**config.mk**
```make
export PLATFORM = sky130hd
export DESIGN_NAME = gpio_irq_ctl
export DESIGN_NICKNAME = d
export VERILOG_FILES = /design/src/rtl/gpio_irq_pkg.sv /design/src/rtl/gpio_pin_cell.sv /design/src/rtl/gpio_bank_irq.sv /design/src/rtl/gpio_irq_ctl.sv
export SDC_FILE = /design/constraint.sdc
export NUM_CORES = 1
export LEC_CHECK = 0
export BUFFER_PORTS_ARGS = -buffer_cell sky130_fd_sc_hd__buf_4
export CAP_MARGIN = 10
export CORE_MARGIN = 4
export CORE_UTILIZATION = 60
export CTS_BUF_LIST = sky130_fd_sc_hd__clkbuf_4 sky130_fd_sc_hd__clkbuf_8 sky130_fd_sc_hd__clkbuf_16
export DETAILED_ROUTE_END_ITERATION = 10
export PLACE_DENSITY = 0.89
export SYNTH_ARGS = -nofsm -noshare
export SYNTH_HDL_FRONTEND = slang
export SYNTH_SLANG_ARGS = --single-unit
```
**constraint.sdc**
```tcl
create_clock -name clk -period 2.5 [get_ports clk]
set_clock_uncertainty 0.1 [all_clocks]
set_input_delay 0 -clock clk [delete_from_list [all_inputs] [get_ports clk]]
set_output_delay 0 -clock clk [all_outputs]
set_load 0.1 [all_outputs]
```
**src/rtl/gpio_irq_pkg.sv**
```systemverilog
package gpio_irq_pkg;

   localparam logic [7:0] OUT_BASE   = 8'h2B;
   localparam logic [7:0] IN_BASE    = 8'h33;
   localparam logic [7:0] PEND_BASE  = 8'h0B;
   localparam logic [7:0] MACT_BASE  = 8'h19;
   localparam logic [7:0] MSBY_BASE  = 8'h1B;
   localparam int         BANK_STEP  = 16;

   typedef enum logic [1:0] {
      EDGE_OFF  = 2'b00,
      EDGE_FALL = 2'b01,
      EDGE_RISE = 2'b10,
      EDGE_BOTH = 2'b11
   } edge_mode_e;

   // field order equals register bit order 5..0
   typedef struct packed {
      logic       dir;
      logic       odrain;
      logic       pull_en;
      logic [1:0] pull_sel;
      logic       val;
   } pin_ctl_t;

   function automatic logic [7:0] out_addr(int b, int i);
      return OUT_BASE + 8'(b * BANK_STEP + i);
   endfunction

   function automatic logic [7:0] in_addr(int b, int i);
      return IN_BASE + 8'(b * BANK_STEP + i);
   endfunction

   function automatic logic [7:0] bank_addr(logic [7:0] base, int b);
      return base + 8'(b);
   endfunction

endpackage

```
**src/rtl/gpio_pin_cell.sv**
```systemverilog
module gpio_pin_cell
   import gpio_irq_pkg::*;
#(
   parameter int SYNC_STAGES = 2
) (
   input  logic       clk,
   input  logic       rst_n,
   input  logic       ctl_we,
   input  logic [5:0] ctl_wdata,
   input  logic       mode_we,
   input  logic [1:0] mode_wdata,
   input  logic       pin_async,
   output pin_ctl_t   ctl,
   output edge_mode_e mode,
   output logic       level,
   output logic       hit,
   output logic       pad_oe,
   output logic       pad_out
);

   if (SYNC_STAGES < 2) begin : g_bad_sync
      $error("gpio_pin_cell: SYNC_STAGES must be at least 2");
   end

   logic [SYNC_STAGES-1:0] sync_q;
   logic                   prev_q;

   always_ff @(posedge clk or negedge rst_n) begin
      if (!rst_n) begin
         ctl    <= '0;
         mode   <= EDGE_OFF;
         sync_q <= '0;
         prev_q <= 1'b0;
      end else begin
         if (ctl_we)  ctl  <= pin_ctl_t'(ctl_wdata);
         if (mode_we) mode <= edge_mode_e'(mode_wdata);
         sync_q <= {sync_q[SYNC_STAGES-2:0], pin_async};
         prev_q <= sync_q[SYNC_STAGES-1];
      end
   end

   assign level = sync_q[SYNC_STAGES-1];

   always_comb begin
      unique case (mode)
         EDGE_FALL: hit = prev_q & ~level;
         EDGE_RISE: hit = ~prev_q & level;
         EDGE_BOTH: hit = prev_q ^ level;
         default:   hit = 1'b0;
      endcase
   end

   always_comb begin
      if (ctl.odrain) begin
         pad_oe  = ctl.dir & ~ctl.val;
         pad_out = 1'b0;
      end else begin
         pad_oe  = ctl.dir;
         pad_out = ctl.val;
      end
   end


   edge_off_chk: assert property (@(posedge clk) disable iff (!rst_n)
      (mode == EDGE_OFF) |-> !hit);


   od_low_chk: assert property (@(posedge clk) disable iff (!rst_n)
      (ctl.odrain && pad_oe) |-> !pad_out);


   in_quiet_chk: assert property (@(posedge clk) disable iff (!rst_n)
      !ctl.dir |-> !pad_oe);

endmodule

```
**src/rtl/gpio_bank_irq.sv**
```systemverilog
module gpio_bank_irq #(
   parameter int WIDTH = 8
) (
   input  logic             clk,
   input  logic             rst_n,
   input  logic [WIDTH-1:0] hits,
   input  logic [WIDTH-1:0] wdata,
   input  logic             clr_we,
   input  logic             mact_we,
   input  logic             msby_we,
   output logic [WIDTH-1:0] pending,
   output logic [WIDTH-1:0] mask_act,
   output logic [WIDTH-1:0] mask_sby,
   output logic             irq_req
);

   logic [WIDTH-1:0] clr_bits;

   assign clr_bits = clr_we ? wdata : '0;

   always_ff @(posedge clk or negedge rst_n) begin
      if (!rst_n) begin
         pending  <= '0;
         mask_act <= '0;
         mask_sby <= '0;
      end else begin
         pending <= (pending & ~clr_bits) | hits;
         if (mact_we) mask_act <= wdata;
         if (msby_we) mask_sby <= wdata;
      end
   end

   assign irq_req = |(pending & ~mask_act);


   pend_set_chk: assert property (@(posedge clk) disable iff (!rst_n)
      (hits != '0) |=> ((pending & $past(hits)) == $past(hits)));


   pend_clr_chk: assert property (@(posedge clk) disable iff (!rst_n)
      clr_we |=> ((pending & $past(wdata & ~hits)) == '0));


   pend_hold_chk: assert property (@(posedge clk) disable iff (!rst_n)
      (!clr_we && hits == '0) |=> $stable(pending));

endmodule

```
**src/rtl/gpio_irq_ctl.sv**
```systemverilog
module gpio_irq_ctl
   import gpio_irq_pkg::*;
#(
   parameter int NUM_BANKS   = 2,
   parameter int BANK_PINS   = 8,
   parameter int SYNC_STAGES = 2,
   localparam int NUM_PINS   = NUM_BANKS * BANK_PINS
) (
   input  logic                  clk,
   input  logic                  rst_n,
   input  logic [7:0]            bus_addr,
   input  logic [7:0]            bus_wdata,
   input  logic                  bus_wr,
   input  logic                  bus_rd,
   output logic [7:0]            bus_rdata,
   input  logic [NUM_PINS-1:0]   pin_in,
   output logic [NUM_PINS-1:0]   pad_oe,
   output logic [NUM_PINS-1:0]   pad_out,
   output logic [NUM_PINS-1:0]   pull_en,
   output logic [2*NUM_PINS-1:0] pull_sel,
   output logic                  host_irq
);

   if (BANK_PINS != 8) begin : g_bad_width
      $error("gpio_irq_ctl: BANK_PINS must equal the 8-bit bus width");
   end
   if (NUM_BANKS < 1 || NUM_BANKS > 2) begin : g_bad_banks
      $error("gpio_irq_ctl: address plan holds one or two banks");
   end

   pin_ctl_t            ctl_v  [NUM_PINS];
   edge_mode_e          mode_v [NUM_PINS];
   logic [NUM_PINS-1:0] level_v;
   logic [NUM_PINS-1:0] hit_v;

   logic [BANK_PINS-1:0] pend_v [NUM_BANKS];
   logic [BANK_PINS-1:0] mact_v [NUM_BANKS];
   logic [BANK_PINS-1:0] msby_v [NUM_BANKS];
   logic [NUM_BANKS-1:0] req_v;

   for (genvar b = 0; b < NUM_BANKS; b++) begin : g_bank
      for (genvar i = 0; i < BANK_PINS; i++) begin : g_pin
         localparam int P = b * BANK_PINS + i;

         gpio_pin_cell #(.SYNC_STAGES(SYNC_STAGES)) u_pin (
            .clk        (clk),
            .rst_n      (rst_n),
            .ctl_we     (bus_wr && bus_addr == out_addr(b, i)),
            .ctl_wdata  (bus_wdata[5:0]),
            .mode_we    (bus_wr && bus_addr == in_addr(b, i)),
            .mode_wdata (bus_wdata[2:1]),
            .pin_async  (pin_in[P]),
            .ctl        (ctl_v[P]),
            .mode       (mode_v[P]),
            .level      (level_v[P]),
            .hit        (hit_v[P]),
            .pad_oe     (pad_oe[P]),
            .pad_out    (pad_out[P])
         );

         assign pull_en[P]          = ctl_v[P].pull_en;
         assign pull_sel[2*P +: 2]  = ctl_v[P].pull_sel;
      end

      gpio_bank_irq #(.WIDTH(BANK_PINS)) u_irq (
         .clk      (clk),
         .rst_n    (rst_n),
         .hits     (hit_v[b*BANK_PINS +: BANK_PINS]),
         .wdata    (bus_wdata),
         .clr_we   (bus_wr && bus_addr == bank_addr(PEND_BASE, b)),
         .mact_we  (bus_wr && bus_addr == bank_addr(MACT_BASE, b)),
         .msby_we  (bus_wr && bus_addr == bank_addr(MSBY_BASE, b)),
         .pending  (pend_v[b]),
         .mask_act (mact_v[b]),
         .mask_sby (msby_v[b]),
         .irq_req  (req_v[b])
      );
   end

   always_comb begin
      bus_rdata = 8'h00;
      if (bus_rd) begin
         for (int b = 0; b < NUM_BANKS; b++) begin
            if (bus_addr == bank_addr(PEND_BASE, b)) bus_rdata = pend_v[b];
            if (bus_addr == bank_addr(MACT_BASE, b)) bus_rdata = mact_v[b];
            if (bus_addr == bank_addr(MSBY_BASE, b)) bus_rdata = msby_v[b];
            for (int i = 0; i < BANK_PINS; i++) begin
               if (bus_addr == out_addr(b, i))
                  bus_rdata = {2'b00, ctl_v[b*BANK_PINS+i]};
               if (bus_addr == in_addr(b, i))
                  bus_rdata = {5'b00000, mode_v[b*BANK_PINS+i],
                               level_v[b*BANK_PINS+i]};
            end
         end
      end
   end

   always_ff @(posedge clk or negedge rst_n) begin
      if (!rst_n) host_irq <= 1'b0;
      else        host_irq <= |req_v;
   end


   irq_src_chk: assert property (@(posedge clk) disable iff (!rst_n)
      host_irq |-> $past(|req_v));


   irq_follow_chk: assert property (@(posedge clk) disable iff (!rst_n)
      (|req_v) |=> host_irq);

endmodule

```
==> results of run 1 <==
worst max-delay path by stage:
stage | slack [ns] | endpoint | cells past startpoint
after floorplan | -0.03 | bus_rdata[2] | 8
after global placement | -0.06 | bus_rdata[0] | 11
after detailed placement | -0.12 | bus_rdata[0] | 11
after CTS | -0.16 | bus_rdata[0] | 8
after global routing | -0.26 | bus_rdata[0] | 8
final | -0.22 | bus_rdata[0] | 8
routing by layer:
metal	part of all wire [%]	vias up	global-route usage [%]
li1	-	4452	-
met1	37	5259	47.41
met2	48	648	62.27
met3	9.7	172	9.102
met4	5.2	0	15.72
met5	0	-	0
layout make-up:
| type | count | area, um2 |
|---|---|---|
| multi-input cells | 744 | 5837 |
| flip-flops and latches | 225 | 5633 |
| fillers | 1365 | 5187 |
| repair buffers | 274 | 2245 |
| clock buffers | 29 | 674.4 |
| well taps | 270 | 337.8 |
| inverters | 64 | 240.2 |
| clock inverters | 15 | 145.1 |
cell usage in the layout (no fill, tap or decap), types with 21 or more instances in the layout:
master / instances
buf_4: 237
dfrtp_1: 223
mux2_2: 161
nand2_1: 95
nor2_1: 72
inv_1: 63
a21oi_1: 32
ha_1: 32
o21ai_0: 31
dlygate4sd3_1: 27
nand3_1: 26
clkbuf_16: 25
nor2b_1: 22
mux2i_1: 21
worst max-delay path: stages, from the launching register on:
cell and delay (ns):
dfrtp_1 0.41, nor3_2 0.05, a2111o_1 0.40, a211o_1 0.27, a31oi_1 0.17, o31ai_2 0.11
a21oi_2 0.24, o21a_1 0.22, buf_12 0.19
sequential cells by signal, indices dropped and copies added, names as in the netlist:
register and cells:
g_bank.g_pin.u_pin.ctl 96, g_bank.g_pin.u_pin.mode 32, g_bank.g_pin.u_pin.sync_q 32, g_bank.g_pin.u_pin.prev_q 16, g_bank.u_irq.mask_act 16, g_bank.u_irq.mask_sby 16
g_bank.u_irq.pending 16, host_irq 1
power breakdown:
part / internal, W / switching, W
clock: 0.00214 / 0.00154
combinational: 0.000564 / 0.00108
sequential: 0.00391 / 0.000358
timing repair:
| item | CTS | global route |
|---|---|---|
| setup endpoints to repair | 6 | 6 |
| gates resized for setup | 32 | 19 |
| hold buffers | 27 | 0 |
| pin swaps | 7 | 7 |
| hold endpoints to repair | 373 | 0 |
| setup buffers | 4 | 2 |
cells in the mapped netlist (all sizes together) (4+ instances only):
library cell / number
o31ai: 5
ha: 32
a221o: 19
nor3: 24
inv: 64
nand3: 26
buf: 101
a32oi: 4
a221oi: 16
and2: 5
clkbuf: 42
dfrtp: 225
a22oi: 23
mux2: 162
mux2i: 22
or2: 4
a21oi: 37
a21boi: 16
o22ai: 14
nor2: 76
a31oi: 6
nor2b: 22
o221ai: 5
nand2b: 9
nand4: 9
nand2: 95
nand4bb: 4
o21ai: 36
o211ai: 7
a211oi: 4
nor4: 4
nand3b: 4
nor4b: 5
per-stage QoR:
stage / instance area [um2] / util [%] / setup TNS (ns) / total power (W)
2_1_floorplan: 12430 / - / -0.03035 / 0.005255
3_3_place_gp: 13770 / 67.85 / -0.05744 / 0.005798
3_5_place_dp: 13770 / 67.85 / -0.1950 / 0.005844
4_1_cts: 15030 / 74.06 / -0.2374 / 0.009546
5_1_grt: 15110 / 74.45 / -0.4194 / 0.009900
6_report: 15110 / 74.45 / -0.2948 / 0.009591
kinds of logic after synthesis:
family | synth area share, %
flops | 45.44
buf+inv | 8.987
simple gates | 12.62
mux | 16.50
compound gates | 13.22
fa+ha+maj | 3.231
==> results.yml, run 1 <==
outcome:
  outcome: "finished, violations left"
  violations: "setup timing"
place:
  pre_cts_ws_ns: -0.1211
  dp_hpwl_mm: 31.04
  numPortBuffers: 124
  gp_congestion: 1.013
  dp.cells: 1545
clock_network:
  cts_tree: "yes"
  cts_max_path_buffers: 3
  insertion_delay_ns: 0.52
  cts_buffers: 24
  clk_pin_slew_ns: 0.06
  htreeDepth: 1
  cts_num_sinks: 225
  cts_root_buf: "clkbuf_16"
drt:
  ant_nets: 0
  wl_per_cell_um: 26.51
  drtIter0Drc: 1289
  routed_via_density: 6.497
  finalWirelength_mm: 42.98
  route.vias.total: 10530
  firstDrtPassIters: 7
  drc_errors: 0
yosys:
  yosys.area.top_type: "dfrtp_1"
  synth_nets: 1244
  ys_warn_count: 0
  synthDistinctLibCells: 77
  synth_top_area_share_pct: 45.44
  syn_inst: 1176
  synthesis.area_um2: 12390
  synthFlopType: "dfrtp_1"
  async_flop_share_pct: 100.0
  ys_seq_elements: 225
  synth_area_leaders: "dfrtp_1 45%, mux2_2 15%, buf_4 5.0%"
  synth_edf_count: 0
  synth_area_per_cell_um2: 10.54
  ys_seq_area_share_pct: 45.44
global_routing:
  gr-usage-all-layers_pct: 37.59
  antenna_found_initial: 0
  overflow: 0
  grt_pass1_wl_mm: 64.82
  grt_pass1_vias: 10840
  grt_start_max_net_pins: 79
pwr:
  power.density_nw_per_um2: 634.7
  leakagePower_nw: 7.219
  peakVddDrop_v: 0.0007370
hold_path:
  holdPathStages: 2
  hp-start: "pin_in[14]"
  hold_path.class: "in2reg"
  hold_end: "g_bank[1].g_pin[6].u_pin.sync_q[0]$_DFF_PN0_"
die:
  core_um2: 20300
  die_area_um2: 23010
  ios: 125
  die_y_um: 151.7
  initial_core_util_pct: 61.04
  dieWidth_um: 151.7
  num_rows: 52
timing:
  relSlewSlack_pct: 56.96
  period_minus_slack_ns: 2.720
  clock.fmax_ghz: 0.3676
  worst_hold_slack_ns: 0.02287
  rsz0062_at_grt: "yes"
  fin_ws_ns: -0.2201
  hold_violations: 0
  period_share_pct: 108.8
  setup_viol: 3
  drv_slew: 0
  tightest_slew_ns: 0.6456
setup_path:
  crit_arrival_ns: 2.62
  r2r_start: "g_bank[1].u_irq.pending[0]$_DFF_PN0_"
  ff2ff_setup_slack_ns: 0.86
  end_kind: "primary output"
  reg2reg_depth: 5
  path_class: "reg2out"
  worstPathRequired_ns: 2.40
  cp_max_fo: 3
  r2r-end: "host_irq$_DFF_PN0_"
  cp-start-kind: "flip-flop"
  startpoint: "g_bank[0].u_irq.pending[0]$_DFF_PN0_"
cells_and_area:
  drive_gt1_share_pct: 37.60
  syn_to_final_growth_pct: 21.96
  instances_no_fill: 1621
  nNetsFinal: 1401
  antenna_cells: 0
run:
  maxCapViolCount: 0
Power figures use the tool's default switching activity.
==> run 2, diff against run 1 <==
--- a/config.mk
+++ b/config.mk
@@ -12,6 +12,8 @@
 export CTS_BUF_LIST = sky130_fd_sc_hd__clkbuf_4 sky130_fd_sc_hd__clkbuf_8 sky130_fd_sc_hd__clkbuf_16
 export DETAILED_ROUTE_END_ITERATION = 10
 export PLACE_DENSITY = 0.89
+export REMOVE_ABC_BUFFERS = 1
 export SYNTH_ARGS = -nofsm -noshare
 export SYNTH_HDL_FRONTEND = slang
+export SYNTH_HIERARCHICAL = 1
 export SYNTH_SLANG_ARGS = --single-unit
==> run 2 against run 1 <==
- the run still ends with setup timing left
- final cell count shrank 0.86%
- synthesized area shrank 1.9%
- first-iteration DRC count shrank 14%
- fmax grew 5.2%
- sequential share of layout area shrank 0.66 points
- clock-buffer cell count grew 1
- cell area grew 1.9%
- sequential cell count is the same
- non-clock buffer count grew 1
- largest power group unchanged
- highest routed layer unchanged
==> results.yml, run 2 <==
run:
  maxCapViolCount: 0
cells_and_area:
  largest-register: "g_bank.g_pin.u_pin/ctl"
  final_cell_mix: "237 x buf_4, 220 x dfrtp_1, 96 x mux2_4, 79 x nand2_1"
  largest_register_ffs: 96
  drive_gt1_share_pct: 38.97
  multi_input_area_um2: 6193
  syn_to_final_growth_pct: 26.63
  nNetsFinal: 1393
  antenna_cells: 0
  layout_commonest_cell: "buf_4"
  fillerInstances: 1218
  final_core_util_pct: 78.07
  seqCellArea_um2: 5637
  largestRegisters: "g_bank.g_pin.u_pin/ctl x96, g_bank.g_pin.u_pin/mode x32, g_bank.g_pin.u_pin/sync_q x32"
clock_network:
  cts_buffers: 23
  htreeDepth: 1
  cts_max_path_buffers: 3
  clk_pin_slew_ns: 0.07
  cts_root_buf: "clkbuf_16"
  insertion_delay_ns: 0.52
  cts_num_sinks: 225
  cts_tree: "yes"
drt:
  ant_nets: 0
  finalWirelength_mm: 41.31
  firstDrtPassIters: 5
  wl_per_cell_um: 25.71
  drtIter0Drc: 1103
  routed_via_density: 6.477
  route.vias.total: 10410
  drc_errors: 0
timing:
  period_minus_slack_ns: 2.586
  hold_violations: 0
  setup_viol: 3
  worst_hold_slack_ns: 0.02386
  tightest_slew_ns: 0.9234
  clock.fmax_ghz: 0.3868
  period_share_pct: 103.4
  drv_slew: 0
  relSlewSlack_pct: 38.37
  rsz0062_at_grt: "yes"
  fin_ws_ns: -0.08559
  setup_tns_ns: -0.1437
place:
  dp_hpwl_mm: 29.01
  gp_congestion: 0.9863
  numPortBuffers: 124
  pre_cts_ws_ns: -0.2144
hold_path:
  hold_path.class: "in2reg"
  hp-start: "pin_in[6]"
  holdPathStages: 2
  hold_end: "g_bank[0].g_pin[6].u_pin/sync_q[0]$_DFF_PN0_"
global_routing:
  overflow: 0
  antenna_found_initial: 0
  grt_start_max_net_pins: 93
  gr-usage-all-layers_pct: 36.33
  grt_pass1_vias: 10500
  grt_pass1_wl_mm: 62.56
die:
  core_um2: 19720
  dieWidth_um: 150.3
  num_rows: 51
  initial_core_util_pct: 61.65
  ios: 125
  die_y_um: 150.3
  die_area_um2: 22600
setup_path:
  crit_arrival_ns: 2.49
  cp_max_fo: 2
  reg2reg_depth: 4
  r2r-end: "host_irq$_DFF_PN0_"
  cp-start-kind: "flip-flop"
  path_class: "reg2out"
  end_kind: "primary output"
  ff2ff_setup_slack_ns: 0.75
  worstPathRequired_ns: 2.40
  r2r_start: "g_bank[1].u_irq/pending[0]$_DFF_PN0_"
yosys:
  ys_seq_elements: 225
  synth.most_common_cell: "dfrtp_1"
  syn_inst: 1087
  async_flop_share_pct: 100.0
  synth-compound-area-share_pct: 13.64
  ys_seq_area_share_pct: 46.32
  synthDistinctLibCells: 77
  yosys.area.top_type: "dfrtp_1"
  synth-simple-area-share_pct: 12.70
  synth_top_family_by_area: "multiplexers"
  synthesis.area_um2: 12160
  synth.area.mux_share_pct: 18.94
  synth_fa_ha_area_share_pct: 3.294
  synthXorXnorAreaFrac_pct: 0
  netlist_top_cells_count: "225 x dfrtp_1, 96 x mux2_4, 80 x nand2_1, 67 x nor2_1, 64 x mux2_2"
  ys_warn_count: 6
  synth_top_area_share_pct: 46.32
  synth_area_per_cell_um2: 11.18
  synth_area_leaders: "dfrtp_1 46%, mux2_4 12%, mux2_2 5.9%"
  synth_edf_count: 0
  synthFlopType: "dfrtp_1"
outcome:
  violations: "setup timing"
  outcome: "finished, violations left"
pwr:
  peakVddDrop_v: 0.0008061
  leakagePower_nw: 7.296
  power.density_nw_per_um2: 612.1
## run 2: logic make-up (layout without fill, tap and decap cells)
group	Yosys count	after routing
adder cells (fa/ha/maj)	32	32
flip-flops	225	225
AO/OA/AOI/OAI	245	245
multiplexers	174	174
AND/OR/NAND/NOR	293	293
buffers and inverters	118	373
## run 2: final cells by class
| class | instances | area share (%) |
|---|---|---|
| clock buffer | 30 | 4.243 |
| multi-input combinational | 744 | 40.23 |
| timing repair buffer | 275 | 14.59 |
| clock inverter | 12 | 0.7966 |
| tap | 265 | 2.154 |
| sequential | 225 | 36.62 |
| inverter | 56 | 1.366 |
## run 2: stage by stage
step | cell area, um2 | total power (W) | std cells
3_5_place_dp | 13940 | 0.005800 | 1532
2_1_floorplan | 11750 | 0.005132 | 1025
6_report | 15390 | 0.009422 | 1607
3_3_place_gp | 13940 | 0.005747 | 1532
5_1_grt | 15390 | 0.009698 | 1607
4_1_cts | 15240 | 0.009376 | 1605
## run 2: layer usage
layer  vias up  track usage (%)  wire (um)
met3       162            6.562       3628
met4         0            16.70       2323
met2       651            58.53      19400
li1       4396                -          -
met5         -                0          0
met1      5199            48.07      15950
## run 2: report_power, final
part	total (W)	leakage, nW	internal (W)	switching (W)
sequential	0.00423	2.96	0.00391	0.000319
clock	0.00354	0.387	0.00206	0.00148
combinational	0.00165	3.95	0.000586	0.00106
total	0.00942	7.30	0.00656	0.00286
## run 2: worst max path at each step
stage / startpoint / to / cells past startpoint
5_1_grt: g_bank[1].u_irq/mask_sby[0]$_DFFE_PN0P_ / bus_rdata[0] / 8
4_1_cts: g_bank[1].u_irq/mask_sby[0]$_DFFE_PN0P_ / bus_rdata[0] / 9
6_report: g_bank[1].u_irq/mask_sby[0]$_DFFE_PN0P_ / bus_rdata[0] / 8
3_5_place_dp: bus_addr[7] / bus_rdata[0] / 9
2_1_floorplan: bus_addr[6] / bus_rdata[2] / 7
3_3_place_gp: bus_addr[6] / bus_rdata[0] / 11
## run 2: worst max-delay path: stages, from the launching register on
cell	delay [ns]
dfrtp_1	0.37
nor2_1	0.06
nor4bb_2	0.42
a221o_1	0.21
o21ai_2	0.07
a211oi_2	0.23
a211oi_4	0.12
o22ai_2	0.25
buf_12	0.21
## run 2: timing repair
action | in CTS | in global routing
pin swaps | 14 | 20
hold buffers | 28 | 0
endpoints found under the hold margin | 353 | 0
endpoints found under the setup margin | 6 | 6
setup buffers | 4 | 2
gates resized for setup | 43 | 34
==> run 3, diff against run 2 <==
--- a/config.mk
+++ b/config.mk
@@ -11,7 +11,8 @@
 export CORE_UTILIZATION = 60
 export CTS_BUF_LIST = sky130_fd_sc_hd__clkbuf_4 sky130_fd_sc_hd__clkbuf_8 sky130_fd_sc_hd__clkbuf_16
 export DETAILED_ROUTE_END_ITERATION = 10
-export PLACE_DENSITY = 0.89
+export GPL_ROUTABILITY_DRIVEN = 0
+export PLACE_DENSITY_LB_ADDON = 0.3
 export REMOVE_ABC_BUFFERS = 1
 export SYNTH_ARGS = -nofsm -noshare
 export SYNTH_HDL_FRONTEND = slang
==> constraint.sdc (replaced) <==
create_clock -name clk -period 2.5 [get_ports clk]
set_clock_uncertainty 0.1 [all_clocks]
set_input_delay 0 -clock clk [delete_from_list [all_inputs] [get_ports clk]]
set_output_delay 0 -clock clk [all_outputs]
set_load 0.005 [all_outputs]
==> run 3 against run 2 <==
- critical path type unchanged
- largest power group unchanged
- the flow finishes with violations (hold timing, setup timing)
- combinational power decreased by 33%
- global-route usage shrank 2.3 points
- sequential cell count stayed put
- via count shrank 1.2%
- fmax increased by 2.0%
- register-to-register slack got worse by 0.06 ns
- non-clock buffer count shrank 41
==> results.yml, run 3 (same netlist as run 2, synthesis figures left out) <==
outcome:
  outcome: "finished, violations left"
  violations: "hold timing, setup timing"
cells_and_area:
  largest_register_ffs: 96
  antenna_cells: 0
  largestRegisters: "g_bank.g_pin.u_pin/ctl x96, g_bank.g_pin.u_pin/mode x32, g_bank.g_pin.u_pin/sync_q x32"
  syn_to_final_growth_pct: 23.17
  layout_commonest_cell: "dfrtp_1"
  largest-register: "g_bank.g_pin.u_pin/ctl"
  final_core_util_pct: 75.94
  final_cell_mix: "218 x dfrtp_1, 202 x buf_4, 96 x mux2_4, 80 x nand2_1, 66 x nor2_1"
  drive_gt1_share_pct: 35.53
  fin_area_um2: 14970
  nNetsFinal: 1353
drt:
  routed_via_density: 6.557
  finalWirelength_mm: 38.61
  firstDrtPassIters: 7
  wl_per_cell_um: 24.62
  drtIter0Drc: 1612
  ant_nets: 0
  drc_errors: 0
  route.vias.total: 10280
timing:
  worst_hold_slack_ns: -0.002940
  hold_violations: 7
  fin_ws_ns: -0.03469
  relSlewSlack_pct: 49.56
  period_minus_slack_ns: 2.535
  drv_slew: 0
  tightest_slew_ns: 0.7538
  setup_viol: 1
  rsz0062_at_grt: "yes"
  clock.fmax_ghz: 0.3945
  period_share_pct: 101.4
clock_network:
  cts_tree: "yes"
  clk_pin_slew_ns: 0.06
  cts_buffers: 24
  cts_root_buf: "clkbuf_16"
  cts_num_sinks: 225
  insertion_delay_ns: 0.53
  cts_max_path_buffers: 3
  htreeDepth: 1
die:
  die_y_um: 150.3
  initial_core_util_pct: 61.65
  core_um2: 19720
  ios: 125
  die_area_um2: 22600
  num_rows: 51
  dieWidth_um: 150.3
global_routing:
  grt_pass1_wl_mm: 58.86
  overflow: 0
  gr-usage-all-layers_pct: 34.05
  antenna_found_initial: 0
  grt_start_max_net_pins: 89
  grt_pass1_vias: 10070
pwr:
  peakVddDrop_v: 0.0005330
  power.density_nw_per_um2: 610.9
  leakagePower_nw: 7.084
setup_path:
  path_class: "reg2out"
  crit_arrival_ns: 2.43
  ff2ff_setup_slack_ns: 0.69
  worstPathRequired_ns: 2.40
  cp_max_fo: 3
  cp-start-kind: "flip-flop"
  end_kind: "primary output"
hold_path:
  hold_path.class: "in2async"
place:
  dp_hpwl_mm: 26.42
  placed_area_um2: 13630
  numPortBuffers: 124
run:
  maxCapViolCount: 0
run 3: critical path, cell delays in order, from the launching register on:
cell	delay, ns
dfrtp_2	0.44
a221oi_4	0.35
o2111ai_2	0.19
a2111o_1	0.43
a2111oi_4	0.22
a21oi_2	0.12
buf_4	0.17
run 3: final cells by class:
cell class	instances	area, um2
Sequential cell	225	5639
Fill cell	1267	4745
Timing Repair Buffer	234	1877
Clock buffer	32	709.4
Inverter	56	210.2
Tap cell	265	331.6
Clock inverter	12	143.9
Multi-Input combinational cell	744	6062
run 3: power by group:
part	internal (W)	switching, W	total, W
sequential	0.00391	0.000322	0.00424
clock	0.00230	0.00150	0.00380
combinational	0.000560	0.000550	0.00111
total	0.00678	0.00237	0.00915
run 3: worst paths after layout:
kind / from / endpoint / depth (start not counted)
max: g_bank[1].g_pin[6].u_pin/mode[1]$_DFFE_PN0P_ / bus_rdata[2] / 6
min: rst_n / g_bank[0].g_pin[2].u_pin/ctl[4]$_DFFE_PN0P_ / 2
min in group clk: pin_in[15] / g_bank[1].g_pin[7].u_pin/sync_q[0]$_DFF_PN0_ / 2
min reg2reg: g_bank[1].g_pin[5].u_pin/sync_q[0]$_DFF_PN0_ / g_bank[1].g_pin[5].u_pin/sync_q[1]$_DFF_PN0_ / 0
max in group asynchronous: rst_n / g_bank[1].g_pin[1].u_pin/mode[1]$_DFFE_PN0P_ / 3
max reg2reg: g_bank[0].u_irq/pending[1]$_DFF_PN0_ / host_irq$_DFF_PN0_ / 5
run 3: through the flow:
| step | setup slack [ns] | TNS [ns] | power, W | hold WS [ns] | std cells |
|---|---|---|---|---|---|
| 2_1_floorplan | 0.3789 | 0 | 0.004665 | -0.3956 | 1025 |
| 3_3_place_gp | 0.1768 | 0 | 0.005234 | -0.04063 | 1489 |
| 3_5_place_dp | 0.1109 | 0 | 0.005280 | -0.03724 | 1489 |
| 4_1_cts | -0.02285 | -0.02285 | 0.009086 | 0.01171 | 1560 |
| 5_1_grt | -0.08190 | -0.1674 | 0.009420 | 0.02742 | 1568 |
| 6_report | -0.03469 | -0.03469 | 0.009147 | -0.002940 | 1568 |
run 3: per-layer routing:
| metal | part of all wire, % | vias to the layer above | track usage (%) |
|---|---|---|---|
| met4 | 5.3 | 0 | 15.10 |
| met5 | 0 | - | 0 |
| met3 | 12 | 189 | 9.151 |
| li1 | - | 4303 | - |
| met1 | 38 | 5025 | 45.92 |
| met2 | 44 | 765 | 51.94 |
run 3: what timing repair did:
| item | in CTS | in global routing |
|---|---|---|
| endpoints found under the hold margin | 352 | 0 |
| pin swaps | 3 | 16 |
| resized for setup | 12 | 26 |
| hold buffers | 26 | 0 |
| setup buffers | 1 | 8 |
| endpoints found under the setup margin | 4 | 6 |
